===== config.mk =====
export PLATFORM = sky130hd
export DESIGN_NAME = dram_page_ctrl
export DESIGN_NICKNAME = d
export VERILOG_FILES = /design/src/rtl/dpm_pkg.sv /design/src/rtl/dpm_row_track.sv /design/src/rtl/dpm_ras_budget.sv /design/src/rtl/dpm_seq.sv /design/src/rtl/dram_page_ctrl.sv
export SDC_FILE = /design/constraint.sdc
export NUM_CORES = 1
export LEC_CHECK = 0
export BUFFER_PORTS_ARGS = -buffer_cell sky130_fd_sc_hd__buf_2
export CORE_MARGIN = 2
export CORE_UTILIZATION = 49
export DETAILED_ROUTE_END_ITERATION = 16
export HOLD_SLACK_MARGIN = 0.15
export PLACE_DENSITY = 0.7
export SYNTH_ARGS = -nofsm -noshare
export SYNTH_HDL_FRONTEND = slang
export SYNTH_SLANG_ARGS = --single-unit

===== constraint.sdc =====
create_clock -name clk -period 2.3 [get_ports clk]
set_input_delay 0.345 -clock clk [delete_from_list [all_inputs] [get_ports clk]]
set_output_delay 0.345 -clock clk [all_outputs]
set_load 0.03 [all_outputs]

===== src/rtl/dpm_pkg.sv =====
package dpm_pkg;
  typedef enum logic [2:0] {
    S_IDLE = 3'd0,
    S_RSET = 3'd1,
    S_RAS  = 3'd2,
    S_CSET = 3'd3,
    S_CAS  = 3'd4,
    S_CP   = 3'd5,
    S_OPEN = 3'd6,
    S_PRE  = 3'd7
  } dpm_state_t;
endpackage


===== src/rtl/dpm_row_track.sv =====
module dpm_row_track #(
  parameter int ROW_W = 11
) (
  input  logic             clk,
  input  logic             rst_n,
  input  logic             load,
  input  logic             close,
  input  logic [ROW_W-1:0] load_row,
  input  logic [ROW_W-1:0] probe_row,
  output logic             hit
);
  logic [ROW_W-1:0] open_row;
  logic             open_v;

  always_ff @(posedge clk) begin
    if (!rst_n) begin
      open_row <= '0;
      open_v   <= 1'b0;
    end else if (close) begin
      open_v <= 1'b0;
    end else if (load) begin
      open_row <= load_row;
      open_v   <= 1'b1;
    end
  end

  assign hit = open_v && (open_row == probe_row);

  // a row cannot be loaded and closed in the same cycle
  p_load_close_excl_r6: assert property (@(posedge clk) disable iff (!rst_n)
    !(load && close));
endmodule


===== src/rtl/dpm_ras_budget.sv =====
module dpm_ras_budget #(
  parameter int T_RAS_MAX = 40,
  parameter int PAGE_CYC  = 4
) (
  input  logic clk,
  input  logic rst_n,
  input  logic ras_low,
  output logic page_ok
);
  localparam int RW    = $clog2(T_RAS_MAX + 1) + 1;
  localparam int LIMIT = T_RAS_MAX - 2 - PAGE_CYC;

  logic [RW-1:0] run;

  always_ff @(posedge clk) begin
    if (!rst_n)       run <= '0;
    else if (!ras_low) run <= '0;
    else if (run < RW'(T_RAS_MAX)) run <= run + 1'b1;
  end

  assign page_ok = (run <= RW'(LIMIT));
endmodule


===== src/rtl/dpm_seq.sv =====
module dpm_seq
  import dpm_pkg::*;
#(
  parameter int ROW_W = 11,
  parameter int COL_W = 11,
  parameter int T_RCD = 3,
  parameter int T_CAS = 2,
  parameter int T_CP  = 1,
  parameter int T_RP  = 3,
  parameter int CW    = 4
) (
  input  logic                   clk,
  input  logic                   rst_n,
  input  logic                   req_valid,
  output logic                   req_ready,
  input  logic                   req_we,
  input  logic [ROW_W+COL_W-1:0] req_addr,
  input  logic                   req_wdata,
  input  logic                   hit,
  input  logic                   page_ok,
  output logic                   load_row,
  output logic                   close_row,
  output logic [ROW_W-1:0]       row_out,
  output logic                   ras_low,
  output logic                   rsp_valid,
  output logic                   rsp_rdata,
  output logic [ROW_W-1:0]       dram_a,
  output logic                   dram_ras_n,
  output logic                   dram_cas_n,
  output logic                   dram_we_n,
  output logic                   dram_d,
  input  logic                   dram_q
);
  localparam int AW = ROW_W + COL_W;

  dpm_state_t       st;
  logic [CW-1:0]    cnt;
  logic             we_q, d_q, pend;
  logic [ROW_W-1:0] row_q;
  logic [COL_W-1:0] col_q;
  logic             take;

  assign take = req_valid && req_ready;

  always_ff @(posedge clk) begin
    if (!rst_n) begin
      st        <= S_IDLE;
      cnt       <= '0;
      we_q      <= 1'b0;
      d_q       <= 1'b0;
      pend      <= 1'b0;
      row_q     <= '0;
      col_q     <= '0;
      rsp_valid <= 1'b0;
      rsp_rdata <= 1'b0;
    end else begin
      rsp_valid <= 1'b0;
      if (take) begin
        we_q  <= req_we;
        d_q   <= req_wdata;
        row_q <= req_addr[AW-1:COL_W];
        col_q <= req_addr[COL_W-1:0];
      end
      case (st)
        S_IDLE: if (take) st <= S_RSET;
        S_RSET: begin
          st  <= S_RAS;
          cnt <= CW'(T_RCD - 1);
        end
        S_RAS: begin
          if (cnt == '0) st <= S_CSET;
          else cnt <= cnt - 1'b1;
        end
        S_CSET: begin
          st  <= S_CAS;
          cnt <= CW'(T_CAS - 1);
        end
        S_CAS: begin
          if (cnt == '0) begin
            if (!we_q) begin
              rsp_valid <= 1'b1;
              rsp_rdata <= dram_q;
            end
            st  <= S_CP;
            cnt <= CW'(T_CP - 1);
          end else cnt <= cnt - 1'b1;
        end
        S_CP: begin
          if (cnt == '0) st <= S_OPEN;
          else cnt <= cnt - 1'b1;
        end
        S_OPEN: begin
          if (!page_ok) begin
            st   <= S_PRE;
            cnt  <= CW'(T_RP - 1);
            pend <= 1'b0;
          end else if (req_valid) begin
            if (hit) st <= S_CSET;
            else begin
              st   <= S_PRE;
              cnt  <= CW'(T_RP - 1);
              pend <= 1'b1;
            end
          end
        end
        S_PRE: begin
          if (cnt == '0) begin
            st   <= pend ? S_RSET : S_IDLE;
            pend <= 1'b0;
          end else cnt <= cnt - 1'b1;
        end
        default: st <= S_IDLE;
      endcase
    end
  end

  always_comb begin
    ras_low   = (st == S_RAS) || (st == S_CSET) || (st == S_CAS) ||
                (st == S_CP) || (st == S_OPEN);
    req_ready = (st == S_IDLE) || ((st == S_OPEN) && page_ok);
    load_row  = (st == S_RSET);
    close_row = (st == S_PRE);
    row_out   = row_q;
    dram_ras_n = !ras_low;
    dram_cas_n = !(st == S_CAS);
    dram_we_n  = !(((st == S_CSET) || (st == S_CAS)) && we_q);
    dram_d     = d_q;
    if ((st == S_RSET) || (st == S_RAS) || (st == S_PRE)) dram_a = row_q;
    else if (st == S_IDLE)                                dram_a = '0;
    else                                                  dram_a = ROW_W'(col_q);
  end

  // address bus holds across strobe edges
  p_row_stable_r3: assert property (@(posedge clk) disable iff (!rst_n)
    $fell(dram_ras_n) |-> $stable(dram_a));
  p_col_stable_r3: assert property (@(posedge clk) disable iff (!rst_n)
    $fell(dram_cas_n) |-> $stable(dram_a));
  // write enable low one cycle before CAS falls
  p_early_write_r4: assert property (@(posedge clk) disable iff (!rst_n)
    ($fell(dram_cas_n) && !dram_we_n) |-> !$past(dram_we_n));
  // CAS only inside an open row
  p_cas_in_ras_r6: assert property (@(posedge clk) disable iff (!rst_n)
    !dram_cas_n |-> !dram_ras_n);
  // response is a single-cycle pulse
  p_rsp_pulse_r5: assert property (@(posedge clk) disable iff (!rst_n)
    rsp_valid |=> !rsp_valid);
  // no request taken while CAS is low
  p_busy_r9: assert property (@(posedge clk) disable iff (!rst_n)
    !dram_cas_n |-> !req_ready);
  // ready with RAS high means all strobes idle
  p_idle_strobes_r1: assert property (@(posedge clk) disable iff (!rst_n)
    (req_ready && dram_ras_n) |-> (dram_cas_n && dram_we_n));
endmodule


===== src/rtl/dram_page_ctrl.sv =====
module dram_page_ctrl #(
  parameter int ROW_W     = 11,
  parameter int COL_W     = 11,
  parameter int T_RCD     = 3,
  parameter int T_CAS     = 2,
  parameter int T_CP      = 1,
  parameter int T_RP      = 3,
  parameter int T_RAS_MAX = 40
) (
  input  logic                   clk,
  input  logic                   rst_n,
  input  logic                   req_valid,
  output logic                   req_ready,
  input  logic                   req_we,
  input  logic [ROW_W+COL_W-1:0] req_addr,
  input  logic                   req_wdata,
  output logic                   rsp_valid,
  output logic                   rsp_rdata,
  output logic [ROW_W-1:0]       dram_a,
  output logic                   dram_ras_n,
  output logic                   dram_cas_n,
  output logic                   dram_we_n,
  output logic                   dram_d,
  input  logic                   dram_q
);
  localparam int AW       = ROW_W + COL_W;
  localparam int PAGE_CYC = 2 + T_CAS + T_CP;
  localparam int CW       = $clog2(T_RCD + T_CAS + T_CP + T_RP + 1) + 1;
  localparam int LW       = $clog2(T_RAS_MAX + 2) + 1;
  localparam int HW       = $clog2(T_RP + T_CP + 2) + 1;

  logic             hit, page_ok, load_row, close_row, ras_low;
  logic [ROW_W-1:0] row_out;

  dpm_row_track #(.ROW_W(ROW_W)) u_rows (
    .clk(clk), .rst_n(rst_n), .load(load_row), .close(close_row),
    .load_row(row_out), .probe_row(req_addr[AW-1:COL_W]), .hit(hit));

  dpm_ras_budget #(.T_RAS_MAX(T_RAS_MAX), .PAGE_CYC(PAGE_CYC)) u_budget (
    .clk(clk), .rst_n(rst_n), .ras_low(ras_low), .page_ok(page_ok));

  dpm_seq #(
    .ROW_W(ROW_W), .COL_W(COL_W), .T_RCD(T_RCD), .T_CAS(T_CAS),
    .T_CP(T_CP), .T_RP(T_RP), .CW(CW)
  ) u_seq (
    .clk(clk), .rst_n(rst_n), .req_valid(req_valid), .req_ready(req_ready),
    .req_we(req_we), .req_addr(req_addr), .req_wdata(req_wdata),
    .hit(hit), .page_ok(page_ok), .load_row(load_row), .close_row(close_row),
    .row_out(row_out), .ras_low(ras_low), .rsp_valid(rsp_valid),
    .rsp_rdata(rsp_rdata), .dram_a(dram_a), .dram_ras_n(dram_ras_n),
    .dram_cas_n(dram_cas_n), .dram_we_n(dram_we_n), .dram_d(dram_d),
    .dram_q(dram_q));

  // Pin-level run counters kept apart from the budget logic
  logic [LW-1:0] lo_run;
  logic [HW-1:0] hi_run, cas_hi;

  always_ff @(posedge clk) begin
    if (!rst_n) begin
      lo_run <= '0;
      hi_run <= HW'(T_RP);
      cas_hi <= HW'(T_CP);
    end else begin
      if (dram_ras_n) lo_run <= '0;
      else if (lo_run <= LW'(T_RAS_MAX)) lo_run <= lo_run + 1'b1;
      if (!dram_ras_n) hi_run <= '0;
      else if (hi_run < HW'(T_RP + 1)) hi_run <= hi_run + 1'b1;
      if (!dram_cas_n) cas_hi <= '0;
      else if (cas_hi < HW'(T_CP + 1)) cas_hi <= cas_hi + 1'b1;
    end
  end

  // RAS-low run bounded
  p_ras_max_r8: assert property (@(posedge clk) disable iff (!rst_n)
    !dram_ras_n |-> (lo_run < LW'(T_RAS_MAX)));
  // precharge length before every row open
  p_precharge_r7: assert property (@(posedge clk) disable iff (!rst_n)
    $fell(dram_ras_n) |-> (hi_run >= HW'(T_RP)));
  // CAS high gap
  p_cas_gap_r10: assert property (@(posedge clk) disable iff (!rst_n)
    $fell(dram_cas_n) |-> (cas_hi >= HW'(T_CP)));
endmodule


; ---- Yosys cells after proc, flatten, opt, wreduce, memory -nomap -nowiden
; Index checks and enable logic that the tools add are counted.
[word_totals]
register_bits = 54
input_bits = 28
out_inout_bits = 18
elab_cells = 87
[op_classes]
add_sub_neg = 2
n_lt_le_gt_ge = 2
eq_ne = 16
n_mux = 24
bitwise_logic = 3
reduce_logical = 28
[ops]
columns = op, n
row1 = 5-bit two-way mux, 5
row2 = 5-bit case mux with 5 select lines, 1
row3 = 3-bit two-way mux, 8
row4 = 3-bit case mux with 8 select lines, 1
row5 = 11-bit two-way mux, 2
row6 = "3-bit equality test, second input constant", 4
row7 = 11-bit equality test, 1
row8 = "2-bit by 1-bit inequality test with 1-bit output, second input constant", 5
row9 = 1-bit logical OR, 8
row10 = 4-bit AND reduction, 2
row11 = "7-bit by 1-bit adder with 7-bit output, second input constant", 1
row12 = "7-bit by 6-bit <= comparator with 1-bit output, second input constant", 1
row13 = "7-bit by 6-bit < comparator with 1-bit output, second input constant", 1
row14 = "3-bit by 2-bit equality test with 1-bit output, second input constant", 2
row15 = 1-bit two-way mux, 6
row16 = "3-bit inequality test, second input constant", 2
row17 = 3-bit AND reduction, 2
row18 = 6-bit AND reduction, 1
row19 = 5-bit zero test, 1
row20 = 5-bit nonzero test, 1
row21 = "5-bit by 1-bit subtractor with 5-bit output, second input constant", 1
row22 = 1-bit logical AND, 4
row23 = 2-bit AND reduction, 2
row24 = "3-bit by 1-bit equality test with 1-bit output, second input constant", 1
row25 = 8 further kinds, 12

; ---- Longest topological paths before layout
; Gate-level depths: netlist of the first run.
[depth]
word_depth = 6
mapped_depth = 10
depth_no_buf = 8

; ---- Modules after synthesis
; A second synthesis of the first run with hierarchy kept.
[unflattened]
hier_cells = 373
area_unflattened_um2 = 2915.3
[by_module_without_submodules]
columns = mod, instances, cells_per_inst, area_per_inst_um2, seq_area_each_um2
row1 = dpm_seq, 1, 267, 2004.4, 700.7
row2 = dpm_row_track, 1, 67, 566.8, 240.2
row3 = dpm_ras_budget, 1, 39, 344.1, 140.1

; ---- Worst setup path after synthesis of the first run
; No wires, ideal clock.
[synth_path]
path_kind = reg2out
start = register u_seq.st[2]
end = output port dram_a[3]
t_arrival_ps = 1749
slack_ps = 206
stages_incl_launch_ff = 6
path_buffers = 2
path_cell_list = dfxtp_1 buf_2 buf_1 mux2i_1 a21oi_1 a221o_1
[synth_between]
elab_chain_len = 4
word_cells_on_any_way = 8
[synth_lines]
columns = element, line_no
row1 = start: declaration, dpm_seq.sv:36  ; dpm_state_t st;
row2 = start signal: assignment, dpm_seq.sv:108  ; st <= pend ? S_RSET : S_IDLE;
row3 = 3-bit by 1-bit equality test with 1-bit output or 3-bit by 2-bit equality test with 1-bit output (tied branches), dpm_seq.sv:128  ; if ((st == S_RSET) || (st == S_RAS) || (st == S_PRE)) dram_a = row_q;
row4 = 1-bit logical OR (2 in a row), dpm_seq.sv:128
row5 = 11-bit two-way mux (*), dpm_seq.sv:128
row6 = end: declaration, dram_page_ctrl.sv:19  ; output logic [ROW_W-1:0] dram_a,
; Mark *: on every way between the ends. The rest lies on a longest branch, timed or not.

; ---- Worst setup path in the final report of the first run
; Same ends and word-level chain as after synthesis.

==> results.md, run 1 <==
* Critical path arrival at 1.88 ns
* Fraction of layout cells with a size suffix above 1 at 0.207
* Setup TNS Final at 0 ns
* Synthesized area per cell at 8.98 µm²
* Hold WS at 0.281 ns
* Synth unique cells at 44
* Reg clk slew, reported paths at 0.11 ns
* Synth warnings at 0
* Drc violations at 0
* Slowest Stage Delay on Critical Path at 0.39 ns
* Port Buffers at 45
* Unrepaired setup endpoints after global routing: no
* Die height at 82.7 µm
* R2R depth at 7
* Gr ovfl total at 0
* Syn Nets at 370
* DP Area at 3330 µm²
* Final core utilization at 0.588
* Most frequent cells in the layout: dfxtp_1, mux2i_1, buf_2
* Die Width at 82.7 µm
* Dominant synthesized flop cell: dfxtp_1
* Most frequent CP cell: buf_4
* Leakage power at 0.00142 µW
* Synthesized instance count at 338
* First-pass GRT wire length at 11.4 mm
* Vias at 2587
* Final hold viol count at 0
* Std cell rows at 28
* P per Cell Area at 794 nW/µm²
* Clk_lat worst skew at 0.31 ns
* Synthesized area at 3040 µm²
* Req. time, crit path at 1.96 ns
* Die Area at 6840 µm²
* Initial drt markers at 138
* #FFs+latches synth at 54
* Minimum clock period at 2.23 ns
* Total track usage at 0.216
* Largest net degree at the start of global routing at 34
* FFs w/ async S/R, synth at 0
* Skew final at 0.00570 ns
* Startpoint Class: flip-flop
* CP bufs+invs at 5
* Final setup fails at 0
* Critical path class: reg -> out
* Design area at 3500 µm²
* Top delay family on crit path: buffers and inverters
* IO Pins at 46
* Max Fclk at 449 MHz
* Most common cell after layout, fill and taps aside: dfxtp_1
* Reg2reg start: u_budget.run[0]$_SDFFE_PN0P_
* Diodes inserted at 0
* CTS buffer count at 5
* Hold depth at 3
* Routability cong. at 0.855
* Flop2flop setup slack at 0.17 ns
* Critical Path Source: u_seq.st[2]$_SDFFE_PN0P_
* Number of global-route vias before repair at 2438
* Drt wl/cell at 15.3 µm
* TritonCTS clock tree: yes
* Post-DP HPWL at 4.83 mm
* CTS root buffer: clkbuf_8
* Final WL at 6.97 mm
* Initial antenna violation count at 0
* Setup crit end kind: primary output
* Hold path endpoint: u_seq.col_q[3]$_SDFFE_PN0P_
* Worst path cell trace: buf_12, clkinvlp_4, buf_4, nor2_2, buf_4, a221o_1, clkbuf_4
* CP max stage cell: dfxtp_4
* Worst Hold Class: in -> reg
* Initial Util at 0.510
* Post-synth EDFFs at 0
* Post-synthesis sequential area ratio at 0.356
* Clock Tree Buf Depth at 2
* Worst-Margin Slew at 0.475 ns
* Final nets at 412
* Layout area overhead at 15.4%
* Worst r2r dst: u_seq.col_q[7]$_SDFFE_PN0P_
* Vias per inst at 5.67
* Worst hold start: req_addr[3]
* Max Cap Viol at 0
* Core area at 5960 µm²
* Slew HR at 0.682
* Overall Power at 2780 µW
* DRT Pass-1 Iters at 5
* CP Max Fanout at 16
* # hold bufs at CTS at 0
* Period utilization at 0.969
* Final ANT Viol Nets at 0
* IR drop worst, VDD at 0.000447 V
* Slew Viols, Final at 0
* Status: completed
* Htree depth at 2
* Clock sinks at 54
[logic make-up (layout without fill, tap and decap cells)]
group | count (synthesis) | count (layout) | synth area share
buffers and inverters | 29 | 72 | 0.0441
adder cells (fa/ha/maj) | 4 | 4 | 0.0165
XOR/XNOR | 16 | 16 | 0.0461
flip-flops | 54 | 54 | 0.356
multiplexers | 50 | 50 | 0.166
AND/OR/NAND/NOR | 105 | 105 | 0.195
AO/OA/AOI/OAI | 80 | 80 | 0.176
[worst register-to-register path, delay by kind of cell (launching register included)]
kind / cells / cell delay, ns
buffers and inverters: 1 / 0.27
AND/OR/NAND/NOR: 3 / 0.61
flip-flops: 1 / 0.36
AO/OA/AOI/OAI: 2 / 0.57
multiplexers: 1 / 0.22
[cell usage after synthesis, types with 4 or more instances]
library cell | instances | area (µm²)
a21o_1 | 4 | 30.0
a21oi_1 | 30 | 150
a221o_1 | 8 | 80.1
a22oi_1 | 11 | 82.6
and2_1 | 4 | 25.0
buf_1 | 4 | 15.0
clkbuf_1 | 14 | 52.6
dfxtp_1 | 54 | 1080
ha_1 | 4 | 50.1
inv_1 | 6 | 22.5
mux2_2 | 4 | 45.0
mux2i_1 | 46 | 460
nand2_1 | 17 | 63.8
nand3_1 | 4 | 20.0
nand4_1 | 4 | 25.0
nor2_1 | 21 | 78.8
nor2b_1 | 37 | 231
o21ai_0 | 11 | 55.1
or3_1 | 4 | 25.0
xnor2_1 | 14 | 123
[worst max-delay path by stage]
stage,end,cells past startpoint
after floorplan,dram_a[3],5
after global placement,u_seq.row_out[9]$_SDFFE_PN0P_,7
after detailed placement,dram_a[5],5
after CTS,dram_a[3],7
after global routing,dram_a[1],7
final,dram_a[3],7
[timing repair]
action,in CTS,in global routing
pin swaps,0,2
endpoints found under the hold margin,0,0
setup endpoints to repair,12,13
resized for setup,2,16
gates cloned,0,0
setup buffers,2,1
[layer usage]
| layer | routed length, µm | global-route usage | vias up | share of wire |
|---|---|---|---|---|
| li1 | - | - | 1291 | - |
| met1 | 3180 | 0.277 | 1212 | 0.46 |
| met2 | 3390 | 0.370 | 77 | 0.49 |
| met3 | 330 | 0.0380 | 7 | 0.047 |
| met4 | 77 | 0.0639 | 0 | 0.011 |
| met5 | 0 | 0 | - | 0 |
[state kept, by name, indices dropped and copies added, names as in the netlist]
signal           flops
u_seq.col_q         11
u_seq.rsp_rdata      1
u_budget.run         7
u_seq.dram_d         1
u_rows.open_row     11
u_seq.we_q           1
u_seq.st             3
u_seq.row_out       11
u_rows.open_v        1
u_seq.cnt            5
u_seq.rsp_valid      1
u_seq.pend           1
[area by class of cell]
cell class | count | area (µm²)
Multi-Input combinational cell | 255 | 1830
Clock inverter | 3 | 26.3
Fill cell | 560 | 2450
Clock buffer | 5 | 68.8
Inverter | 6 | 26.3
Tap cell | 75 | 93.8
Timing Repair Buffer | 58 | 372
Sequential cell | 54 | 1090
[power breakdown]
part / internal, µW / switching [µW]
Sequential: 1030 / 106
Combinational: 462 / 630
Clock: 221 / 337
Total: 1710 / 1070
[through the flow]
| step | setup WS (ns) | std cells |
|---|---|---|
| floorplan | 0.206 | 338 |
| global placement | 0.201 | 445 |
| detailed placement | 0.136 | 445 |
| CTS | 0.00614 | 455 |
| global route | 0.00492 | 456 |
| finish | 0.0720 | 456 |
Power figures use the tool's default switching activity.
==> run 2, diff against run 1 <==
- ABC_AREA: not set -> 1
- PLACE_DENSITY: 0.7 -> 0.71
- SETUP_SLACK_MARGIN: not set -> 0.4
==> run 2 against run 1 <==
Global-route usage rose by 1.6 points. Combinational power rose by 120%. Critical endpoint is now dram_a[0]. Largest cell class unchanged. Maximum frequency rose by 11%. Non-clock buffer count rose by 5.
==> results.md, run 2 <==
* Highest metal used: met4
* Worst Hold Class: in -> reg
* Critical Path Source: u_seq.st[0]$_SDFFE_PN0P_
* Vias at 2731
* Critical path arrival at 1.65 ns
* Slew HR at 0.763
* Metal-1 WL at 3.10 mm
* Synthesized area at 2700 µm²
* Post-synth top cells: nand2_1, nor2_1, inv_1, dfxtp_1, o21ai_0
* Post-synth top area share at 0.400
* Initial Util at 0.500
* #FFs+latches synth at 54
* Final setup fails at 0
* Die Width at 78.2 µm
* Critical path class: reg -> out
* Unrepaired setup endpoints after global routing: yes
* Final ANT Viol Nets at 0
* Initial drt markers at 298
* Minimum clock period at 2.00 ns
* Reg clk slew, reported paths at 0.10 ns
* First-pass GRT wire length at 11.2 mm
* Synth area leader: dfxtp_1
* Most frequent cells in the layout: nor2_1, nand2_1, inv_1
* IO Pins at 46
* Worst r2r dst: u_seq.st[1]$_SDFFE_PN0P_
* Synthesized instance count at 404
* Worst-Margin Slew at 0.355 ns
* Max Fclk at 500 MHz
* CP max stage cell: dfxtp_4
* Largest net degree at the start of global routing at 39
* Total track usage at 0.232
* Startpoint Class: flip-flop
* Fraction of layout cells with a size suffix above 1 at 0.257
* Slew Viols, Final at 0
* Routability cong. at 0.854
* Post-DP HPWL at 4.38 mm
* CP bufs+invs at 3
* Met2 WL at 3.44 mm
* Synthesized area per cell at 6.68 µm²
* Std cell rows at 27
* Synth warnings at 0
* Layout area overhead at 25.5%
* Max Cap Viol at 0
* Number of global-route vias before repair at 2424
* Clk_lat worst skew at 0.31 ns
* Most frequent cell after synthesis: nand2_1
* Setup crit end kind: primary output
* Flop2flop setup slack at 0.42 ns
* Period utilization at 0.869
* Dominant synthesized flop cell: dfxtp_1
* Final hold viol count at 0
* Final nets at 491
* Diodes inserted at 0
* Drt wl/cell at 13.3 µm
* DRT Pass-1 Iters at 4
* CP Max Fanout at 6
* Reg2reg start: u_seq.st[1]$_SDFFE_PN0P_
* Top cells by area in the synthesized netlist: dfxtp_1, nand2_1, nor2_1, o21ai_0, inv_1
* FFs w/ async S/R, synth at 0
* Vias per inst at 5.14
* Clock Tree Buf Depth at 2
* Synth unique cells at 29
* Drc violations at 0
* FF/Latch Area at 1090 µm²
* Fillers at 503
* Initial antenna violation count at 0
* Skew final at 0.00743 ns
* Setup TNS Final at 0 ns
* Final core utilization at 0.627
* Slowest Stage Delay on Critical Path at 0.38 ns
* Port Buffers at 45
* Status: completed
* Worst setup endpoint: dram_a[0]
* Met3 wire len at 260 µm
* Req. time, crit path at 1.96 ns
* IR drop worst, VDD at 0.000656 V
* R2R depth at 11
* CTS buffer count at 5
* DP Area at 2950 µm²
* Top delay family on crit path: buffers and inverters
* Die height at 78.2 µm
* Final WL at 7.05 mm
* Gr ovfl total at 0
* Htree depth at 2
* Leakage power at 0.00156 µW
* Post-synthesis sequential area ratio at 0.400
* Worst path cell trace: inv_4, nand2_4, and2_4, a21oi_4, buf_6, nand3_2, o21ai_2, buf_4
* P per Cell Area at 1320 nW/µm²
* Clock sinks at 54
* Design area at 3390 µm²
* Core area at 5410 µm²
* TritonCTS clock tree: yes
* Syn Nets at 436
* Post-synth EDFFs at 0
* Die Area at 6120 µm²
* CTS root buffer: clkbuf_8
* Levels on crit path at 8
* Area of the multi-input gates at 1430 µm²
run 2: changes by cell type in the layout (fill, tap and decap cells not counted), moves of 14 or more:
cell     change
inv_1       +50
nor2b_1     -36
mux2i_1     -46
o21ai_0     +23
nand2_1     +48
nor2_1      +45
xnor2_1     -14
run 2: cells by family (layout without fill, tap and decap cells):
group | count (synthesis) | in the layout | synth area share
AO/OA/AOI/OAI | 93 | 93 | 0.177
XOR/XNOR | 3 | 3 | 0.00973
adder cells (fa/ha/maj) | 4 | 4 | 0.0185
buffers and inverters | 76 | 131 | 0.121
flip-flops | 54 | 54 | 0.400
AND/OR/NAND/NOR | 174 | 174 | 0.273
run 2: cell type report:
type                            instances  share of cell area
Tap cell                               72              0.0266
Timing Repair Buffer                   63               0.127
Clock inverter                          1             0.00886
Multi-Input combinational cell        274               0.420
Clock buffer                            6              0.0244
Inverter                               61              0.0705
Sequential cell                        54               0.322
run 2: timing repair:
item | in CTS | in global routing
cloned | 2 | 0
pin swaps | 2 | 4
hold buffers | 0 | 0
resized for setup | 44 | 36
endpoints found under the setup margin | 14 | 21
setup buffers | 10 | 2
hold endpoints to repair | 0 | 0
run 2: metrics by stage:
stage | setup slack (ns) | cells | total power [µW] | hold slack (ns)
final | 0.301 | 531 | 4490 | 0.264
after global routing | 0.241 | 531 | 4800 | 0.288
after CTS | 0.308 | 529 | 4220 | 0.268
after detailed placement | 0.469 | 510 | 3200 | 0.472
after global placement | 0.494 | 510 | 3170 | 0.469
after floorplan | 0.290 | 404 | 2820 | 0.444
run 2: power by group:
part	leakage, µW	internal [µW]	switching [µW]
registers	0.000446	1230	201
clock network	0.0000573	349	316
logic	0.00106	880	1520
total	0.00156	2460	2030
run 2: worst min-delay path by stage:
stage	from	to	slack, ns	depth (start not counted)
2_1_floorplan	u_seq.row_out[0]$_SDFFE_PN0P_	u_rows.open_row[0]$_SDFFE_PN0P_	0.44	2
3_3_place_gp	u_seq.col_q[9]$_SDFFE_PN0P_	u_seq.col_q[9]$_SDFFE_PN0P_	0.47	2
3_5_place_dp	u_budget.run[4]$_SDFFE_PN0P_	u_budget.run[4]$_SDFFE_PN0P_	0.47	2
4_1_cts	dram_q	u_seq.rsp_rdata$_SDFFE_PN0P_	0.27	3
5_1_grt	dram_q	u_seq.rsp_rdata$_SDFFE_PN0P_	0.29	3
6_report	dram_q	u_seq.rsp_rdata$_SDFFE_PN0P_	0.26	3
run 2: layer usage:
| metal | track usage | vias to the layer above |
|---|---|---|
| met1 | 0.282 | 1247 |
| li1 | - | 1386 |
| met2 | 0.406 | 71 |
| met5 | 0 | - |
| met4 | 0.0930 | 0 |
| met3 | 0.0425 | 27 |
run 2: worst min-delay path, stage by stage:
cell and delay [ns]:
buf_2 0.08, nor2_1 0.03, nor2_1 0.09
==> run 3, diff against run 2 <==
- ABC_AREA: 1 -> not set
- ABC_CLOCK_PERIOD_IN_PS: not set -> 2300
- PLACE_DENSITY: 0.71 -> 0.7
==> run 3 against run 2 <==
Setup slack worse by 0.12 ns. Maximum frequency down 5.7%. Sequential share of layout area down 5.9 points. Via count up 4.7%. Die area up 12%. Largest power group unchanged. Final cell count down 7.5%. Critical endpoint is now dram_a[6].
==> results.md, run 3 (synthesis gave the netlist of run 1 again) <==
* Post-DP HPWL at 4.84 mm
* # hold bufs at CTS at 0
* Most frequent CP cell: a21oi_1
* Diodes inserted at 0
* Slew HR at 0.655
* Worst Hold Class: in -> reg
* Routability cong. at 0.848
* Leakage power at 0.00167 µW
* Std cell rows at 28
* Critical path class: reg -> out
* Drc violations at 0
* Req. time, crit path at 1.96 ns
* Setup TNS Final at 0 ns
* Die Area at 6840 µm²
* Setup crit end kind: primary output
* Final setup fails at 0
* Unrepaired setup endpoints after global routing: yes
* Pint at 2050 µW
* Most frequent cells in the layout: dfxtp_1, mux2i_1, nor2b_1
* Combinational share of power at 0.448
* Total track usage at 0.259
* Core area at 5960 µm²
* Area of the multi-input gates at 2060 µm²
* Port Buffers at 45
* P per Cell Area at 792 nW/µm²
* Vias at 2859
* Initial drt markers at 246
* DRT Pass-1 Iters at 4
* Slowest Stage Delay on Critical Path at 0.42 ns
* Final ANT Viol Nets at 0
* FF/Latch Area at 1090 µm²
* Net Sw Frac at 0.377
* Clock power share at 0.201
* Worst-Margin Slew at 0.516 ns
* Max Cap Viol at 0
* Skew final at 0.0217 ns
* Part of the power in registers at 0.351
* Max Fclk at 472 MHz
* Largest net degree at the start of global routing at 28
* Initial antenna violation count at 0
* Most common cell after layout, fill and taps aside: dfxtp_1
* IR drop worst, VDD at 0.000518 V
* Drt wl/cell at 17.9 µm
* Slew Viols, Final at 0
* Layout area overhead at 36.9%
* Psw at 1240 µW
* Status: completed
* Htree depth at 2
* Final core utilization at 0.698
* Final WL at 8.77 mm
* CP max stage cell: dfxtp_4
* Clk_lat worst skew at 0.32 ns
* Period utilization at 0.921
* Vias per inst at 5.82
* Clock Tree Buf Depth at 2
* CTS buffer count at 5
* Highest metal used: met4
* Initial Util at 0.510
* Reg clk slew, reported paths at 0.10 ns
* CTS root buffer: clkbuf_8
* Metal-1 WL at 3.62 mm
* Die Width at 82.7 µm
* Number of global-route vias before repair at 2750
* Startpoint Class: flip-flop
* TritonCTS clock tree: yes
* Final nets at 447
* Clock sinks at 54
* Worst path cell trace: buf_4, clkinvlp_4, a21oi_1, a21oi_1, a221o_1, buf_6
* Overall Power at 3290 µW
* Minimum clock period at 2.12 ns
* CP Max Fanout at 5
* IO Pins at 46
* Fillers at 445
* Met3 wire len at 483 µm
* First-pass GRT wire length at 13.4 mm
* Die height at 82.7 µm
* Critical path arrival at 1.77 ns
* Final hold viol count at 0
* Fraction of layout cells with a size suffix above 1 at 0.375
* Gr ovfl total at 0
* Met2 WL at 4.49 mm
==> run 3: cell count changes in the layout (fill, tap and decap cells not counted), moves of 11 or more <==
cell / change
nand2_1: -50
nor2b_1: +36
inv_1: -50
a21oi_1: -16
buf_6: +11
nor2_1: -47
buf_4: +15
o21ai_1: -11
xnor2_1: +14
o21ai_0: -23
nand3_2: -11
mux2i_1: +44
==> run 3: final timing paths <==
check | start | endpoint | slack [ns] | cells after the start
setup / recovery | u_seq.st[2]$_SDFFE_PN0P_ | dram_a[6] | 0.18 | 6
hold / removal | req_addr[5] | u_seq.col_q[5]$_SDFFE_PN0P_ | 0.28 | 3
setup reg to reg | u_budget.run[1]$_SDFFE_PN0P_ | u_seq.st[2]$_SDFFE_PN0P_ | 0.28 | 8
hold reg to reg | u_seq.cnt[1]$_SDFFE_PN0P_ | u_seq.cnt[1]$_SDFFE_PN0P_ | 0.49 | 2
==> run 3: per-stage QoR <==
stage / setup slack [ns] / area [µm²] / cells / hold slack (ns)
2_1_floorplan: 0.346 / 3050 / 338 / 0.443
3_3_place_gp: 0.315 / 3370 / 452 / 0.457
3_5_place_dp: 0.257 / 3370 / 452 / 0.464
4_1_cts: 0.163 / 3980 / 485 / 0.280
5_1_grt: 0.104 / 4160 / 491 / 0.291
6_report: 0.181 / 4160 / 491 / 0.283
==> run 3: worst max-delay path, delay by kind of cell (launching register included) <==
| kind | cells | cell delay, ns |
|---|---|---|
| AOI/OAI and AO/OA | 3 | 0.58 |
| buffers and inverters | 3 | 0.47 |
| DFF | 1 | 0.42 |
==> run 3: area by class of cell <==
type / count / share of cell area
flip-flops and latches: 54 / 0.263
repair buffers: 92 / 0.185
repair inverters: 1 / 0.00181
clock inverters: 3 / 0.0105
inverters: 6 / 0.00632
clock buffers: 5 / 0.0166
multi-input cells: 255 / 0.495
well taps: 75 / 0.0226
==> run 3: what timing repair did <==
item / CTS / global route
setup endpoints to repair: 45 / 48
cloned: 2 / 0
hold endpoints to repair: 0 / 0
pin swaps: 24 / 15
resized for setup: 80 / 29
buffers inserted: 23 / 6
==> run 3: power by group through the flow <==
stage | clock (µW) | combinational [µW] | sequential [µW]
after floorplan | 0 | 828 | 1130
after global placement | 0 | 1050 | 1150
after detailed placement | 0 | 1070 | 1150
after CTS | 668 | 1310 | 1140
after global routing | 715 | 1570 | 1170
final | 660 | 1480 | 1160
==> run 3: layer usage <==
metal  global-route usage  vias to the layer above
met5                    0                        -
met4               0.0820                        0
met3               0.0500                       19
met2                0.455                      102
met1                0.318                     1379
li1                     -                     1359
